<file path="src/rtl/gcr_pkg.sv">
package gcr_pkg;

    // Drive pattern for the ladder: bit 2 = 270 ohm, bit 1 = 330 ohm, bit 0 = 470 ohm
    typedef logic [2:0] pin_pat_t;

    localparam pin_pat_t PAT_SYNC  = 3'b000;
    localparam pin_pat_t PAT_BLACK = 3'b001;

    typedef enum logic [2:0] {
        LV_BLACK,   // 470 only
        LV_DIM,     // 330 only
        LV_MID,     // 270 only
        LV_LIGHT,   // 330 + 470
        LV_PALE,    // 270 + 470
        LV_WHITE    // 270 + 330
    } level_e;

    // Classification of the dot currently on screen
    typedef struct packed {
        logic hwin;    // inside horizontal sync window
        logic vline;   // on a vertical sync line
        logic active;  // inside visible picture
    } dot_class_t;

    // Uneven bins, weighted toward lighter shades
    function automatic level_e grey_to_level(input logic [3:0] code);
        level_e lv;
        if (code <= 4'd1)       lv = LV_BLACK;
        else if (code <= 4'd3)  lv = LV_DIM;
        else if (code <= 4'd6)  lv = LV_MID;
        else if (code <= 4'd9)  lv = LV_LIGHT;
        else if (code <= 4'd12) lv = LV_PALE;
        else                    lv = LV_WHITE;
        return lv;
    endfunction

    function automatic pin_pat_t level_to_pat(input level_e lv);
        pin_pat_t p;
        case (lv)
            LV_BLACK: p = 3'b001;
            LV_DIM:   p = 3'b010;
            LV_MID:   p = 3'b100;
            LV_LIGHT: p = 3'b011;
            LV_PALE:  p = 3'b101;
            LV_WHITE: p = 3'b110;
            default:  p = PAT_BLACK;
        endcase
        return p;
    endfunction

endpackage

</file>
<file path="src/rtl/gcr_dot_timer.sv">
module gcr_dot_timer #(
    parameter int CLKS_PER_DOT = 5,
    parameter int H_TOTAL      = 341,
    parameter int V_TOTAL      = 262,
    localparam int PW  = (CLKS_PER_DOT > 1) ? $clog2(CLKS_PER_DOT) : 1,
    localparam int XCW = $clog2(H_TOTAL),
    localparam int YCW = $clog2(V_TOTAL)
) (
    input  logic           clk,
    input  logic           rst,
    output logic           phase_first,
    output logic           phase_last,
    output logic [XCW-1:0] cur_x,
    output logic [YCW-1:0] cur_y,
    output logic [XCW-1:0] nxt_x,
    output logic [YCW-1:0] nxt_y
);
    localparam logic [PW-1:0]  PH_LAST = PW'(CLKS_PER_DOT - 1);
    localparam logic [XCW-1:0] X_LAST  = XCW'(H_TOTAL - 1);
    localparam logic [YCW-1:0] Y_LAST  = YCW'(V_TOTAL - 1);

    logic [PW-1:0] phase;

    assign phase_first = (phase == '0);
    assign phase_last  = (phase == PH_LAST);

    // Position of the dot that follows the current one
    always_comb begin
        if (cur_x == X_LAST) begin
            nxt_x = '0;
            nxt_y = (cur_y == Y_LAST) ? '0 : cur_y + 1'b1;
        end else begin
            nxt_x = cur_x + 1'b1;
            nxt_y = cur_y;
        end
    end

    // Reset parks the counters on the final dot of the frame
    always_ff @(posedge clk) begin
        if (rst) begin
            phase <= '0;
            cur_x <= X_LAST;
            cur_y <= Y_LAST;
        end else if (phase_last) begin
            phase <= '0;
            cur_x <= nxt_x;
            cur_y <= nxt_y;
        end else begin
            phase <= phase + 1'b1;
        end
    end
endmodule

</file>
<file path="src/rtl/gcr_region.sv">
module gcr_region
    import gcr_pkg::*;
#(
    parameter int H_TOTAL   = 341,
    parameter int V_TOTAL   = 262,
    parameter int H_ACTIVE  = 256,
    parameter int V_ACTIVE  = 240,
    parameter int HS_BASE   = 262,
    parameter int HS_SHIFT  = 15,
    parameter int HS_LEN    = 25,
    parameter int VS_START  = 244,
    parameter int VS_LINES  = 3,
    localparam int XCW = $clog2(H_TOTAL),
    localparam int YCW = $clog2(V_TOTAL),
    localparam int AW  = $clog2(H_ACTIVE * V_ACTIVE),
    localparam int XAW = (H_ACTIVE > 1) ? $clog2(H_ACTIVE) : 1
) (
    input  logic [XCW-1:0] cur_x,
    input  logic [YCW-1:0] cur_y,
    input  logic [XCW-1:0] nxt_x,
    input  logic [YCW-1:0] nxt_y,
    output dot_class_t     cls,
    output logic           look_active,
    output logic [AW-1:0]  rd_addr
);
    localparam int HW_LO = HS_BASE + HS_SHIFT;
    localparam int HW_HI = HW_LO + HS_LEN;
    localparam int VS_HI = VS_START + VS_LINES;
    localparam bit ACT_POW2 = ((H_ACTIVE & (H_ACTIVE - 1)) == 0);

    always_comb begin
        cls.hwin   = (int'(cur_x) >= HW_LO) && (int'(cur_x) < HW_HI);
        cls.vline  = (int'(cur_y) >= VS_START) && (int'(cur_y) < VS_HI);
        cls.active = (int'(cur_x) < H_ACTIVE) && (int'(cur_y) < V_ACTIVE);
    end

    assign look_active = (int'(nxt_x) < H_ACTIVE) && (int'(nxt_y) < V_ACTIVE);

    logic [AW-1:0] lin_addr;

    // Power-of-two row width packs the address; otherwise multiply
    generate
        if (ACT_POW2) begin : g_pack
            assign lin_addr = AW'((int'(nxt_y) << XAW) | int'(nxt_x));
        end else begin : g_mul
            assign lin_addr = AW'(int'(nxt_y) * H_ACTIVE + int'(nxt_x));
        end
    endgenerate

    assign rd_addr = look_active ? lin_addr : '0;
endmodule

</file>
<file path="src/rtl/gcr_level_enc.sv">
module gcr_level_enc
    import gcr_pkg::*;
(
    input  logic       clk,
    input  logic       rst,
    input  logic       phase_first,
    input  dot_class_t cls,
    input  logic [3:0] rd_data,
    output pin_pat_t   pins
);
    pin_pat_t next_pat;

    always_comb begin
        if (cls.vline)
            next_pat = cls.hwin ? PAT_BLACK : PAT_SYNC;
        else if (cls.hwin)
            next_pat = PAT_SYNC;
        else if (cls.active)
            next_pat = level_to_pat(grey_to_level(rd_data));
        else
            next_pat = PAT_BLACK;
    end

    // Memory data for this dot is valid during its first clock
    always_ff @(posedge clk) begin
        if (rst)
            pins <= PAT_BLACK;
        else if (phase_first)
            pins <= next_pat;
    end
endmodule

</file>
<file path="src/rtl/gcr_composite_top.sv">
module gcr_composite_top
    import gcr_pkg::*;
#(
    parameter int CLKS_PER_DOT = 5,
    parameter int H_TOTAL      = 341,
    parameter int V_TOTAL      = 262,
    parameter int H_ACTIVE     = 256,
    parameter int V_ACTIVE     = 240,
    parameter int HS_BASE      = 262,
    parameter int HS_SHIFT     = 15,
    parameter int HS_LEN       = 25,
    parameter int VS_START     = 244,
    parameter int VS_LINES     = 3,
    localparam int AW = $clog2(H_ACTIVE * V_ACTIVE)
) (
    input  logic          clk,
    input  logic          rst,
    input  logic [3:0]    rd_data,
    output logic [AW-1:0] rd_addr,
    output logic [2:0]    pins
);
    localparam int XCW = $clog2(H_TOTAL);
    localparam int YCW = $clog2(V_TOTAL);

    logic           phase_first;
    logic           phase_last;
    logic [XCW-1:0] cur_x, nxt_x;
    logic [YCW-1:0] cur_y, nxt_y;
    dot_class_t     cls;
    logic           look_active;
    pin_pat_t       pat;

    gcr_dot_timer #(
        .CLKS_PER_DOT(CLKS_PER_DOT),
        .H_TOTAL     (H_TOTAL),
        .V_TOTAL     (V_TOTAL)
    ) u_timer (
        .clk        (clk),
        .rst        (rst),
        .phase_first(phase_first),
        .phase_last (phase_last),
        .cur_x      (cur_x),
        .cur_y      (cur_y),
        .nxt_x      (nxt_x),
        .nxt_y      (nxt_y)
    );

    gcr_region #(
        .H_TOTAL (H_TOTAL),
        .V_TOTAL (V_TOTAL),
        .H_ACTIVE(H_ACTIVE),
        .V_ACTIVE(V_ACTIVE),
        .HS_BASE (HS_BASE),
        .HS_SHIFT(HS_SHIFT),
        .HS_LEN  (HS_LEN),
        .VS_START(VS_START),
        .VS_LINES(VS_LINES)
    ) u_region (
        .cur_x      (cur_x),
        .cur_y      (cur_y),
        .nxt_x      (nxt_x),
        .nxt_y      (nxt_y),
        .cls        (cls),
        .look_active(look_active),
        .rd_addr    (rd_addr)
    );

    gcr_level_enc u_enc (
        .clk        (clk),
        .rst        (rst),
        .phase_first(phase_first),
        .cls        (cls),
        .rd_data    (rd_data),
        .pins       (pat)
    );

    assign pins = pat;
endmodule

</file>
<file path="config.mk">
export PLATFORM = sky130hd
export DESIGN_NAME = gcr_composite_top
export DESIGN_NICKNAME = d
export VERILOG_FILES = /design/src/rtl/gcr_pkg.sv /design/src/rtl/gcr_dot_timer.sv /design/src/rtl/gcr_region.sv /design/src/rtl/gcr_level_enc.sv /design/src/rtl/gcr_composite_top.sv
export SDC_FILE = /design/constraint.sdc
export NUM_CORES = 1
export LEC_CHECK = 0
export BUFFER_PORTS_ARGS = -buffer_cell sky130_fd_sc_hd__buf_4
export CAP_MARGIN = 40
export CORE_MARGIN = 5
export CORE_UTILIZATION = 61
export DETAILED_ROUTE_END_ITERATION = 12
export PLACE_DENSITY = 0.84
export SLEW_MARGIN = 40
export SYNTH_ARGS = -nofsm -noshare
export SYNTH_HDL_FRONTEND = slang
export SYNTH_HIERARCHICAL = 1
export SYNTH_SLANG_ARGS = --single-unit
</file>
<file path="constraint.sdc">
create_clock -name clk -period 4.2 [get_ports clk]
set_input_delay 0.42 -clock clk [delete_from_list [all_inputs] [get_ports clk]]
set_output_delay 0.42 -clock clk [all_outputs]
set_load 0.01 [all_outputs]
</file>
==> results of run 1 <==
[layer usage]
layer  routed length [um]  vias up  GRT usage (%)
met3                  221        6           3.73
li1                     -      863              -
met5                    0        -              0
met2                 1780       47           33.2
met1                 1900      770           27.1
met4                   69        0           5.97
[state kept, by name, summed over array words and instances, names as in the netlist]
signal	flops
u_enc/pins	3
u_timer/phase	3
u_timer/cur_x	9
u_timer/cur_y	9
[area by class of cell]
cell class              count  area (sq um)  area share [%]
inverters                  10          37.5            1.93
clock buffers               4          36.3            1.86
multi-input cells         188          1170            59.9
flip-flops and latches     24           480            24.6
well taps                  31          38.8            1.99
repair buffers             25           188            9.63
[report_power, final]
| part | total [mW] | leakage [nW] | switching [mW] | internal, mW |
|---|---|---|---|---|
| combinational | 0.107 | 0.580 | 0.0627 | 0.0442 |
| clock | 0.124 | 0.0210 | 0.0706 | 0.0530 |
| sequential | 0.239 | 0.194 | 0.00663 | 0.233 |
| total | 0.470 | 0.795 | 0.140 | 0.330 |
[cell families after synthesis]
group | Yosys count | share of synthesized area (%)
muxes | 3 | 1.81
adders and majority gates | 6 | 4.33
xor gates and xnor gates | 11 | 5.56
and+or+nand+nor | 118 | 37.5
buffers and inverters | 20 | 4.84
AOI/OAI and AO/OA | 50 | 18.3
DFF | 24 | 27.7
[worst max-delay path, cell delays in order (launching register included)]
cell and delay [ns]:
dfxtp_1 0.40, or4b_4 0.58, or2_1 0.41, nor3_1 0.31, xor2_1 0.11, and4_4 0.16, nor3_4 0.40, and2_1 0.21
buf_4 0.12
[path summary, 6_finish.rpt]
kind	from	to	cells past startpoint	slack, ns
hold reg to reg	u_enc/pins[1]	u_enc/pins[1]	2	0.48
hold / removal	rst	u_enc/pins[2]	2	0.44
setup / recovery	u_timer/cur_x[3]	rd_addr[8]	8	0.75
setup reg to reg	u_timer/cur_x[3]	u_timer/cur_y[7]	4	1.94
[placed cells by master (no fill, tap or decap), types with 2 or more instances in the layout]
cell and n:
o31ai_1 2, nand2b_1 2, and2_1 19, clkbuf_4 3, nor3_1 8, or4_1 2, and3_1 4, xor2_1 6
xnor2_1 5, nor2_1 23, nor4_1 3, or3_1 3, o21ai_0 17, or2_1 2, dfxtp_1 24, nor3b_1 2
mux2i_1 2, inv_1 10, buf_4 25, a211o_1 4, a21oi_1 13, ha_1 6, nand3b_1 2, nand4_1 3
nand2_1 21, a21o_1 2, o2111ai_1 2, nor2b_1 4, nand3_1 11
[per-stage QoR]
step	area, sq um	std cells	util [%]	hold WS (ns)	worst slack [ns]
2_1_floorplan	1730	232	-	0.432	1.44
3_3_place_gp	1910	278	70.0	0.450	1.16
3_5_place_dp	1910	278	70.0	0.467	1.13
4_1_cts	1950	282	71.3	0.434	0.740
5_1_grt	1950	282	71.3	0.433	0.534
6_report	1950	282	71.3	0.444	0.754
==> out/metrics.yaml, run 1 <==
outcome: "finished clean"
endpoint_kind: "output pin"
cts_tree: "yes"
drc: 0
drt-total-wl_um: 3970
synth_cells: 232
syn_area_sq_um: 1730
slew_headroom_pct: 56.8
power_mw: 0.470
start_util_pct: 63.4
grt_max_degree: 26
clk_latency_ns: 0.31
path_clk_slew_ns: 0.14
fin_nets: 264
antenna_found_initial: 0
path_class: "reg2out"
arrival_ns: 3.03
clock.fmax_mhz: 290
rsz0062_at_grt: "false"
dieArea_sq_um: 4010
layout-drive-gt1-share_pct: 13.1
htree_levels: 1
netlist_top_cells_count: "dfxtp_1, nor2_1, nand2_1"
setup_viol: 0
grt_pass1_wl_um: 6820
grt-ovfl-total: 0
root_buffer: "clkbuf_4"
fin_crit_sh_pct: 82.0
ant_nets: 0
synthTopCellsByArea: "dfxtp_1, and2_1, nor2_1"
worstPathRequired_ns: 3.78
n_fill_cell: 240
grt_pass1_vias: 1500
hold_class: "in2reg"
cts_sinks: 24
dr.pass1.iters: 4
first_iter_violations: 89
place_hpwl_um: 2810
cts_made_buffers: 3
hold_viol: 0
post_cts_buffers: 0
peakVddDrop_v: 0.000191
track_usage_pct: 20.3
die_w_um: 63.3
area_delta_synth_final_pct: 12.5
synth_edf_count: 0
syn_nets: 244
ys_seq_area_share_pct: 27.7
yosysUniqueCellTypes: 51
p_leak_nw: 0.795
worstPathMaxFanout: 16
synth_top_area_share_pct: 27.7
hold_buffers: 0
core_area_sq_um: 2730
die_h_um: 63.3
avgSynthCellArea_sq_um: 7.47
clock_skew_ns: 0.00541
route.vias.total: 1686
yosys_warnings: 6
diodes: 0
synthFlopType: "dfxtp_1"
cp-start-kind: "flop"
cellPowerDensity_nw_per_um2: 241
drv_slew: 0
cts_resized: 0
io_buffers: 24
async_flop_share_pct: 0
place_congestion: 0.914
synth-seq-cells: 24
cts_buffer_depth: 2
tns_ns: 0
synth_top_area_cell: "dfxtp_1"
row_count: 19
fin_crit_ns: 3.45
tightestPinTransition_ns: 0.639
synth.most_common_cell: "dfxtp_1"
io_pins: 25
detail_route.vias_per_cell: 5.98
cap_violations: 0
wire_per_inst_um: 14.1
Power figures use the tool's default switching activity.
==> run 2, diff against run 1 <==
Settings changed: CORE_UTILIZATION 61 to 51, PLACE_DENSITY 0.84 to 0.75.
Clock period 4.2 ns to 3 ns, I/O delays scaled along.
==> out/metrics.yaml, run 2 (same netlist as run 1, synthesis figures left out) <==
layout-drive-gt1-share_pct: 27.8
cts_buffer_depth: 2
place_congestion: 0.852
ant_nets: 0
cts_made_buffers: 3
cp-start-kind: "flop"
arrival_ns: 2.64
start_util_pct: 52.3
setup_viol: 0
rr_worst_depth: 5
slew_headroom_pct: 53.5
clk_latency_ns: 0.32
rsz0062_at_grt: "true"
clock.fmax_mhz: 340
busiest_layer: "met2"
cap_violations: 0
hold_viol: 0
fin_nets: 279
peakVddDrop_v: 0.000240
diodes: 0
worstPathRequired_ns: 2.70
io_buffers: 24
place_hpwl_um: 3080
area_delta_synth_final_pct: 30.0
track_usage_pct: 20.9
first_iter_violations: 134
dieArea_sq_um: 4660
clock_skew_ns: 0.0133
drc: 0
grt_pass1_wl_um: 7480
layout_common_cells: "buf_4, nor2_1, nand2_1, dfxtp_1, buf_6"
drt-total-wl_um: 4560
fin_crit_ns: 2.94
layout_commonest_cell: "buf_4"
met3_usage_pct: 2.46
p_leak_nw: 0.915
hold_class: "in2reg"
reg_top3: "u_timer/cur_x x9, u_timer/cur_y x9"
grt.met2_usage_pct: 33.9
dr.pass1.iters: 4
outcome: "finished clean"
drv_slew: 0
fin_crit_sh_pct: 98.0
core_area_sq_um: 3310
die_w_um: 68.3
grt_pass1_vias: 1611
cts_tree: "yes"
path_clk_slew_ns: 0.15
power_mw: 0.785
antenna_found_initial: 0
die_h_um: 68.3
cts_sinks: 24
route.vias.total: 1762
root_buffer: "clkbuf_4"
io_pins: 25
row_count: 21
holdPathStages: 2
path_class: "reg2out"
endpoint_kind: "output pin"
cellPowerDensity_nw_per_um2: 348
grt_max_degree: 26
detail_route.vias_per_cell: 5.65
worstPathMaxFanout: 8
wire_per_inst_um: 14.6
use_met1_pct: 28.2
htree_levels: 1
tns_ns: 0
tightestPinTransition_ns: 0.680
hold_buffers: 0
grt-ovfl-total: 0
[run 2: cell types whose count changed in the layout (fill, tap and decap cells not counted), moves of 2 or more]
cell | previous run | this run
buf_4 | 25 | 22
dfxtp_2 | 0 | 2
dfxtp_4 | 0 | 2
dfxtp_1 | 24 | 20
nor2_1 | 23 | 21
and2_4 | 0 | 15
buf_6 | 0 | 18
nor2_2 | 0 | 2
xor2_1 | 6 | 3
xor2_2 | 0 | 3
and2_1 | 19 | 4
[run 2: worst paths after layout]
kind	start	endpoint	slack, ns
max	u_timer/cur_x[5]	rd_addr[13]	0.06
min	rst	u_timer/phase[2]	0.32
max reg2reg	u_timer/cur_x[5]	u_timer/cur_y[5]	0.87
min reg2reg	u_timer/phase[0]	u_timer/phase[0]	0.48
[run 2: per-layer routing]
layer	wire length [um]	share of wire, %
met1	2160	47
met2	2160	47
met3	167	3.7
met4	74	1.6
met5	0	0
[run 2: final cells by class]
type | instances | area [sq um]
Multi-Input combinational cell | 188 | 1250
Inverter | 10 | 37.5
Sequential cell | 24 | 490
Clock buffer | 3 | 22.5
Timing Repair Buffer | 40 | 368
Fill cell | 304 | 1060
Clock inverter | 1 | 30.0
Tap cell | 46 | 57.6
[run 2: through the flow]
stage               cell area [sq um]  utilization, %  setup WS, ns  std cells  hold WS [ns]
finish                           2250            68.1        0.0602        312         0.317
global route                     2250            68.1       -0.0298        312         0.342
CTS                              2090            63.1       0.00635        309         0.313
detailed placement               1980            59.7        0.0923        299         0.459
global placement                 1980            59.7         0.180        299         0.453
floorplan                        1730               -         0.362        232         0.369
[run 2: worst max-delay path, cell delays in order, from the launching register on]
cell	delay (ns)
dfxtp_2	0.35
or4b_4	0.54
or2_4	0.29
nor3_4	0.22
xor2_2	0.18
and4_4	0.25
nor3_4	0.04
buf_6	0.14
and2_1	0.16
buf_6	0.12
[run 2: what timing repair did]
| item | in CTS | in global routing |
|---|---|---|
| cloned | 0 | 0 |
| resized for setup | 6 | 41 |
| setup endpoints to repair | 16 | 16 |
| buffers inserted | 6 | 3 |
| pin swaps | 4 | 13 |
[run 2: report_power, final]
part           internal (mW)  switching, mW  total [mW]  leakage [nW]
sequential             0.324        0.00798       0.332         0.196
combinational          0.105          0.108       0.212         0.691
clock                  0.135          0.105       0.240        0.0279
